`src/rtl/lrPkg.sv`:
```
package lrPkg;
  typedef enum logic [2:0] {
    PORT_LOCAL = 3'd0,
    PORT_NORTH = 3'd1,
    PORT_EAST  = 3'd2,
    PORT_SOUTH = 3'd3,
    PORT_WEST  = 3'd4
  } portE;

  // strobes from flit decode to datapath
  typedef struct packed {
    logic take;
    logic isHead;
    logic badPort;
    logic ejecting;
  } ctrlS;
endpackage

```
`src/rtl/lrCtrl.sv`:
```
module lrCtrl
  import lrPkg::*;
(
  input  logic       inValid,
  input  logic [1:0] flitType,
  input  logic [2:0] routeField,
  output ctrlS       strobes
);
  logic headSeen;
  logic codeBad;

  assign headSeen = flitType[1];
  assign codeBad  = (routeField > 3'd4);

  always_comb begin
    strobes          = '0;
    strobes.take     = inValid;
    strobes.isHead   = inValid && headSeen;
    strobes.badPort  = inValid && headSeen && codeBad;
    strobes.ejecting = inValid && headSeen && (routeField == PORT_LOCAL);
  end
endmodule

```
`src/rtl/lrDatapath.sv`:
```
module lrDatapath
  import lrPkg::*;
#(
  parameter int NX     = 5,
  parameter int NY     = 5,
  parameter int CW     = 3,
  parameter int FLIT_W = 32,
  parameter bit TORUS  = 1'b0
) (
  input  logic              clk,
  input  logic              rstN,
  input  ctrlS              strobes,
  input  logic [FLIT_W-1:0] inFlit,
  input  logic [CW-1:0]     myX,
  input  logic [CW-1:0]     myY,
  output logic              outValid,
  output logic [FLIT_W-1:0] outFlit,
  output logic [2:0]        curPort,
  output logic              portErr
);
  localparam int ROUTE_LO = FLIT_W - 5;
  localparam int DX_LO    = ROUTE_LO - CW;
  localparam int DY_LO    = DX_LO - CW;
  localparam int CW1      = CW + 1;
  localparam logic [CW-1:0] XMAX = CW'(NX - 1);
  localparam logic [CW-1:0] YMAX = CW'(NY - 1);
  localparam logic [CW:0]   NXV  = CW1'(NX);
  localparam logic [CW:0]   NYV  = CW1'(NY);

  logic [2:0]        routeField;
  logic [CW-1:0]     destX, destY;
  logic [CW-1:0]     nextX, nextY;
  logic              goEast, goNorth;
  logic [2:0]        laPort;
  logic [FLIT_W-1:0] newFlit;
  logic [2:0]        heldRoute;

  assign routeField = inFlit[ROUTE_LO +: 3];
  assign destX      = inFlit[DX_LO +: CW];
  assign destY      = inFlit[DY_LO +: CW];

  generate
    if (TORUS) begin : g_torus
      logic [CW:0] fwdX, fwdY;
      always_comb begin
        nextX = myX;
        nextY = myY;
        case (routeField)
          PORT_EAST:  nextX = (myX == XMAX) ? '0 : myX + 1'b1;
          PORT_WEST:  nextX = (myX == '0) ? XMAX : myX - 1'b1;
          PORT_NORTH: nextY = (myY == YMAX) ? '0 : myY + 1'b1;
          PORT_SOUTH: nextY = (myY == '0) ? YMAX : myY - 1'b1;
          default: ;
        endcase
        fwdX = (destX >= nextX) ? ({1'b0, destX} - {1'b0, nextX})
                                : ({1'b0, destX} + NXV - {1'b0, nextX});
        fwdY = (destY >= nextY) ? ({1'b0, destY} - {1'b0, nextY})
                                : ({1'b0, destY} + NYV - {1'b0, nextY});
        goEast  = ({fwdX[CW-1:0], 1'b0} <= NXV);
        goNorth = ({fwdY[CW-1:0], 1'b0} <= NYV);
      end
    end else begin : g_mesh
      always_comb begin
        nextX = myX;
        nextY = myY;
        case (routeField)
          PORT_EAST:  nextX = myX + 1'b1;
          PORT_WEST:  nextX = myX - 1'b1;
          PORT_NORTH: nextY = myY + 1'b1;
          PORT_SOUTH: nextY = myY - 1'b1;
          default: ;
        endcase
        goEast  = (destX > nextX);
        goNorth = (destY > nextY);
      end
    end
  endgenerate

  always_comb begin
    if (nextX != destX)      laPort = goEast ? PORT_EAST : PORT_WEST;
    else if (nextY != destY) laPort = goNorth ? PORT_NORTH : PORT_SOUTH;
    else                     laPort = PORT_LOCAL;
    newFlit = inFlit;
    newFlit[ROUTE_LO +: 3] = laPort;
  end

  always_ff @(posedge clk) begin
    if (!rstN) begin
      outValid  <= 1'b0;
      outFlit   <= '0;
      curPort   <= '0;
      portErr   <= 1'b0;
      heldRoute <= '0;
    end else begin
      outValid <= strobes.take;
      if (strobes.isHead) begin
        heldRoute <= routeField;
        curPort   <= routeField;
        portErr   <= strobes.badPort;
        outFlit   <= (strobes.badPort || strobes.ejecting) ? inFlit : newFlit;
      end else if (strobes.take) begin
        curPort <= heldRoute;
        portErr <= 1'b0;
        outFlit <= inFlit;
      end
    end
  end


  valid_follow_chk: assert property (@(posedge clk) disable iff (!rstN)
    strobes.take |=> outValid);


  head_port_chk: assert property (@(posedge clk) disable iff (!rstN)
    strobes.isHead |=> curPort == $past(inFlit[ROUTE_LO +: 3]));


  body_pass_chk: assert property (@(posedge clk) disable iff (!rstN)
    (strobes.take && !strobes.isHead) |=> (outFlit == $past(inFlit)) && !portErr);


  bad_head_chk: assert property (@(posedge clk) disable iff (!rstN)
    (outValid && portErr) |-> (curPort > 3'd4) && (outFlit == $past(inFlit)));


  no_turn_back_chk: assert property (@(posedge clk) disable iff (!rstN)
    (outValid && outFlit[FLIT_W-1] && !portErr &&
     (curPort == PORT_NORTH || curPort == PORT_SOUTH))
    |-> (outFlit[ROUTE_LO +: 3] != PORT_EAST && outFlit[ROUTE_LO +: 3] != PORT_WEST));
endmodule

```
`src/rtl/lookaheadRoute.sv`:
```
module lookaheadRoute
  import lrPkg::*;
#(
  parameter int NX     = 5,
  parameter int NY     = 5,
  parameter int CW     = 3,
  parameter int FLIT_W = 32,
  parameter bit TORUS  = 1'b0
) (
  input  logic              clk,
  input  logic              rstN,
  input  logic              inValid,
  input  logic [FLIT_W-1:0] inFlit,
  input  logic [CW-1:0]     myX,
  input  logic [CW-1:0]     myY,
  output logic              outValid,
  output logic [FLIT_W-1:0] outFlit,
  output logic [2:0]        curPort,
  output logic              portErr
);
  ctrlS strobes;

  lrCtrl u_ctrl (
    .inValid    (inValid),
    .flitType   (inFlit[FLIT_W-1 -: 2]),
    .routeField (inFlit[FLIT_W-3 -: 3]),
    .strobes    (strobes)
  );

  lrDatapath #(
    .NX(NX), .NY(NY), .CW(CW), .FLIT_W(FLIT_W), .TORUS(TORUS)
  ) u_dp (
    .clk      (clk),
    .rstN     (rstN),
    .strobes  (strobes),
    .inFlit   (inFlit),
    .myX      (myX),
    .myY      (myY),
    .outValid (outValid),
    .outFlit  (outFlit),
    .curPort  (curPort),
    .portErr  (portErr)
  );
endmodule

```
`config.mk`:
```
export PLATFORM = sky130hd
export DESIGN_NAME = lookaheadRoute
export DESIGN_NICKNAME = d
export VERILOG_FILES = /design/src/rtl/lrPkg.sv /design/src/rtl/lrCtrl.sv /design/src/rtl/lrDatapath.sv /design/src/rtl/lookaheadRoute.sv
export SDC_FILE = /design/constraint.sdc
export NUM_CORES = 1
export LEC_CHECK = 0
export ABC_AREA = 1
export BUFFER_PORTS_ARGS = -buffer_cell sky130_fd_sc_hd__buf_2
export CAP_MARGIN = 20
export CORE_MARGIN = 2
export CORE_UTILIZATION = 25
export CTS_CLUSTER_DIAMETER = 40
export DETAILED_ROUTE_END_ITERATION = 8
export PLACE_DENSITY = 0.47
export SLEW_MARGIN = 20
export SYNTH_ARGS = -nofsm -noshare
export SYNTH_HDL_FRONTEND = slang
export SYNTH_SLANG_ARGS = --single-unit
export TNS_END_PERCENT = 20
```
`constraint.sdc`:
```
create_clock -name clk -period 3.8 [get_ports clk]
set_input_delay 0.19 -clock clk [delete_from_list [all_inputs] [get_ports clk]]
set_output_delay 0.19 -clock clk [all_outputs]
set_load 0.1 [all_outputs]
```
# == Word-level counts from Yosys, hierarchy flattened ==
# Cells that the tools add are included.
# word_totals
inputBits,41
word_cells,37
out_inout_bits,37
ff_bits,40
# op_classes
eq_ne,6
add_sub_neg,4
reduce_logical,6
mux,13
n_lt_le_gt_ge,3
# ops
operator,n
32-bit two-way mux,2
30-bit two-way mux,1
3-bit two-way mux,5
3-bit case mux with 2 select lines,2
3-bit by 1-bit adder with 3-bit output (second input constant),2
3-bit by 2-bit equality test with 1-bit output (second input constant),2
3-bit > comparator,2
3-bit inequality test,2
3-bit by 1-bit subtractor with 3-bit output (second input constant),2
3-bit by 1-bit equality test with 1-bit output (second input constant),1
3-bit equality test (second input constant),1
3-bit > comparator (second input constant),1
1-bit logical AND,3
3-bit logical NOT,1
1-bit two-way mux,2
2-bit two-way mux,1
2-bit nonzero test,1
1-bit logical OR,1

# == Depth between registers and ports, before layout ==
# depth
word_depth,8
ltp_mapped,17
mapped_depth_nobuf,17

# == Cells and area by module ==
# Synthesis repeated with hierarchy kept, for this count alone.
# unflattened
cells_unflattened,243
hier_area_um2,1820.5
# by_module_without_submodules
module,instances,cells_per_inst,seq_area_each_um2,area_per_inst_um2
lrDatapath,1,231,800.8,1769.2
lrCtrl,1,12,0.0,51.3

# == Least setup slack after synthesis ==
# No wires, ideal clock.
# synth_path
kind,in2reg
from,in inFlit[28]
to,reg u_dp.outFlit[27]
stages,13
n_path_buf,0
arrival_ns,1.938
t_required_ns,3.744
setup_time_ns,0.056
path_slack_ns,1.805
path_cell_list,nor2_4 -> nand2_4 -> fa_1 -> xnor2_1 -> nor2_2 -> xnor2_1 -> ha_1 -> nand2_1 -> nor2_1 -> o21ai_0 -> o211ai_1 -> nand2_1 -> inv_1
# synth_between
elab_chain_cells,7
word_cells_on_any_way,17
classes_between,order compare: 1; eq/ne: 6; mux: 6; reduce/logical: 4
# synth_rtl
element,line_no,text
start: declaration,lookaheadRoute.sv:13,"input logic [FLIT_W-1:0] inFlit,"
3-bit by 2-bit equality test with 1-bit output or 3-bit by 1-bit equality test with 1-bit output (tied branches),lrDatapath.sv:66,case (routeField)
3-bit case mux with 2 select lines,lrDatapath.sv:66,
3-bit inequality test,lrDatapath.sv:81,else if (nextY != destY) laPort = goNorth ? PORT_NORTH : PORT_SOUTH;
3-bit two-way mux,lrDatapath.sv:81,
3-bit two-way mux,lrDatapath.sv:80,if (nextX != destX) laPort = goEast ? PORT_EAST : PORT_WEST;
30-bit two-way mux *,lrDatapath.sv:100,outFlit <= (strobes.badPort || strobes.ejecting) ? inFlit : newFlit;
32-bit two-way mux *,lrDatapath.sv:96,if (strobes.isHead) begin
end signal: assignment,lrDatapath.sv:100,
end signal: assignment,lrDatapath.sv:104,outFlit <= inFlit;
end: declaration,lrDatapath.sv:17,"output logic [FLIT_W-1:0] outFlit,"
# Every way passes the cells marked *; elsewhere a longest branch is shown, timed or not.
# A chain may end at the register's enable or synchronous reset.

# == Worst setup path after layout ==
# Same ends and word-level chain as after synthesis.

==> run_results.csv <==
group,metric,value,unit
sta,tns,0,ns
detailed_routing,wire_per_inst,11.5,um
floorplanning,die_h,88.2,um
floorplanning,die-width,88.2,um
status,outcome,"complete, no violations",
final_layout,final_util,33.9,%
final_layout,layout.nets,362,
sta,fmax,498,MHz
sta,post-route-min-period,2.01,ns
yosys,synth_most_common_cell,"nor2_1",
power,power,1.08,mW
sta,period_share,52.9,%
sta,hold_viol,0,
global_routing,grt_overflow,0,
yosys,synth_top_flop_cell,"dfxtp_1",
worst_setup_path,startpoint,"inFlit[28]",
final_layout,drive_gt1_share,29.7,%
detailed_routing,vias,1706,
power,p_sw_share,40.4,%
placed_design,placed_cell_area,0.00224,mm2
worst_setup_path,r2r-start,"u_dp.heldRoute[1]",
power,p_switching,434,uW
yosys,syn_avg_cell_area,7.41,um2
detailed_routing,dr.pass1.iters,4,
final_layout,n_fill_cell,777,
floorplanning,start_util,25.9,%
power,pwr-share-comb,32.3,%
placed_design,gp_congestion,0.706,
yosys,synthCells,239,
power,power.share.clock,25.0,%
clocking,path_clk_slew,0.07,ns
worst_setup_path,reg2regPathDepth,4,
detailed_routing,routed_wl,4700,um
job,maxCapViolations,0,
final_layout,syn2layout_area_growth,30.6,%
yosys,ys_seq_elements,40,
worst_setup_path,critPathCapture,"u_dp.outFlit[27]",
placed_design,dp_hpwl,3170,um
clocking,clock_latency,0.28,ns
yosys,synth_top_area_share,45.2,%
yosys,synth_nets,288,
yosys,syn_area,0.00177,mm2
sta,final_max_slew_viol_count,0,
worst_setup_path,r2r_slack,2.82,ns
power,ir_drop,0.000186,V
yosys,synth-async-reset-ratio,0,%
yosys,synthTopCellsByArea,"dfxtp_1 (45%), nor2_1 (14%), o21ai_0 (9.0%), nand2_1 (5.5%), inv_1 (4.4%)",
power,p_leak,1.21,nW
hold_path,worstHoldPathType,"primary input to flop",
yosys,synth_cell_types,27,
floorplanning,coreArea,0.00683,mm2
worst_setup_path,r2r_end,"u_dp.curPort[1]",
clocking,cts_tree,"done",
worst_setup_path,cpMaxStageDelayCell,"fa_1",
worst_setup_path,max_stage_delay,0.37,ns
global_routing,antenna_found_initial,0,
worst_setup_path,crit_path_start_kind,"primary input",
yosys,seq_area_frac_synth,45.2,%
sta,rsz0062_at_grt,"false",
worst_setup_path,critPathRequiredTime,4.04,ns
detailed_routing,ant_nets,0,
worst_setup_path,path_cells,"buf_2 -> nor2_4 -> nand2_4 -> fa_1 -> xnor2_1 -> nor2_2 -> xnor2_1 -> ha_1 -> nand2_1 -> nor2_1 -> o21ai_0 -> o211ai_1 -> nand2_1 -> inv_1",
sta,fin_skew,0.00125,ns
clocking,cts_root_buffer,"clkbuf_8",
floorplanning,die-area,0.00778,mm2
yosys,synth_commonest_cells,"nor2_1 (65), dfxtp_1 (40), o21ai_0 (32), nand2_1 (26), inv_1 (21)",
clocking,cts_resized,0,
clocking,postCtsHoldBufs,0,
placed_design,numPortBuffers,77,
worst_setup_path,endpoint_kind,"flop",
clocking,cts-htree-levels,2,
sta,slew_headroom,51.1,%
yosys,synth_edf_count,0,
global_routing,grt_pass1_vias,1636,
final_layout,finalInstanceArea,0.00231,mm2
clocking,cts_made_buffers,5,
detailed_routing,vias_per_cell,4.17,
worst_setup_path,arrival,2.25,ns
global_routing,grt_max_degree,41,
clocking,clockBufferDepth,2,
sta,tightest_slew,0.734,ns
worst_setup_path,crit_type,"primary input to flop",
worst_setup_path,crit_fanout,6,
detailed_routing,drt-initial-drc-count,90,
yosys,yosys_warnings,0,
clocking,cts_sinks,40,
power,p_per_area,465,mW/mm2
yosys,yosys.area.top_type,"dfxtp_1",
global_routing,grt_pass1_wl,7620,um
final_layout,antenna_cells,0,
power,p_seq_share,42.7,%
global_routing,grtUsageTotal,12.6,%
clocking,post_cts_buffers,0,
sta,setup_violations,0,
floorplanning,placementRows,30,
floorplanning,ios,78,
power,power.internal,642,uW
detailed_routing,drcViolationCount,0,
## logic make-up (layout without fill, tap and decap cells)
group | Yosys count | in the layout | share of synthesized area [%]
buffers and inverters | 34 | 108 | 7.41
XOR/XNOR | 5 | 5 | 2.47
AND/OR/NAND/NOR | 101 | 101 | 23.2
flip-flops | 40 | 40 | 45.2
AO/OA/AOI/OAI | 51 | 51 | 15.3
adder cells (fa/ha/maj) | 8 | 8 | 6.50
## worst min path at each step
stage,start,to,depth (start not counted)
2_1_floorplan,inFlit[20],u_dp.outFlit[20],2
3_3_place_gp,inFlit[8],u_dp.outFlit[8],3
3_5_place_dp,inFlit[5],u_dp.outFlit[5],3
4_1_cts,inFlit[2],u_dp.outFlit[2],3
5_1_grt,inFlit[14],u_dp.outFlit[14],3
6_report,inFlit[11],u_dp.outFlit[11],3
## registers in the layout (all words and copies together), names as in the netlist
register,flops
u_dp.outFlit,32
u_dp.curPort,3
u_dp.heldRoute,3
u_dp.outValid,1
u_dp.portErr,1
## area by class of cell
cell class                 instances  area [um2]  share of cell area (%)
clock buffer                       6        72.6                    3.14
clock inverter                     1        5.00                   0.216
inverter                          24        90.1                    3.89
multi-input combinational        165         840                    36.3
sequential                        40         801                    34.6
tap                               96         120                    5.19
timing repair buffer              77         385                    16.7
## power by group through the flow
| stage | clock, mW | sequential [mW] | combinational, mW |
|---|---|---|---|
| floorplan | 0 | 0.660 | 0.0871 |
| global placement | 0 | 0.469 | 0.350 |
| detailed placement | 0 | 0.468 | 0.351 |
| CTS | 0.288 | 0.459 | 0.352 |
| global route | 0.302 | 0.463 | 0.374 |
| finish | 0.269 | 0.460 | 0.347 |
## worst max-delay path, delay by kind of cell
family / cells / cell delay, ns
and+or+nand+nor: 6 / 0.56
adders and majority gates: 2 / 0.67
buffers and inverters: 2 / 0.20
AOI/OAI and AO/OA: 2 / 0.30
xor gates and xnor gates: 2 / 0.33
## stage by stage
step	setup WS, ns	instances	hold WS [ns]
floorplan	1.81	239	0.325
global placement	1.51	402	0.410
detailed placement	1.45	402	0.420
CTS	1.76	409	0.111
global route	1.60	409	0.115
finish	1.79	409	0.120
## layout by cell type, fill, tap and decap left out, drive strengths merged
| master | n |
|---|---|
| a31oi | 1 |
| a21oi | 11 |
| o211ai | 2 |
| nor2 | 67 |
| dfxtp | 40 |
| xor2 | 2 |
| buf | 77 |
| o21a | 2 |
| clkbuf | 6 |
| or2 | 2 |
| xnor2 | 3 |
| inv | 23 |
| ha | 6 |
| nand3 | 3 |
| fa | 2 |
| clkinv | 2 |
| nand2 | 29 |
| o21ai | 35 |
## layer usage
metal / part of all wire (%) / vias up / track usage [%]
met5: 0 / - / 0
met3: 7.7 / 5 / 4.05
li1: - / 895 / -
met1: 48 / 750 / 16.7
met4: 1.3 / 0 / 3.72
met2: 43 / 56 / 19.5
(Power assumes the default switching activity.)
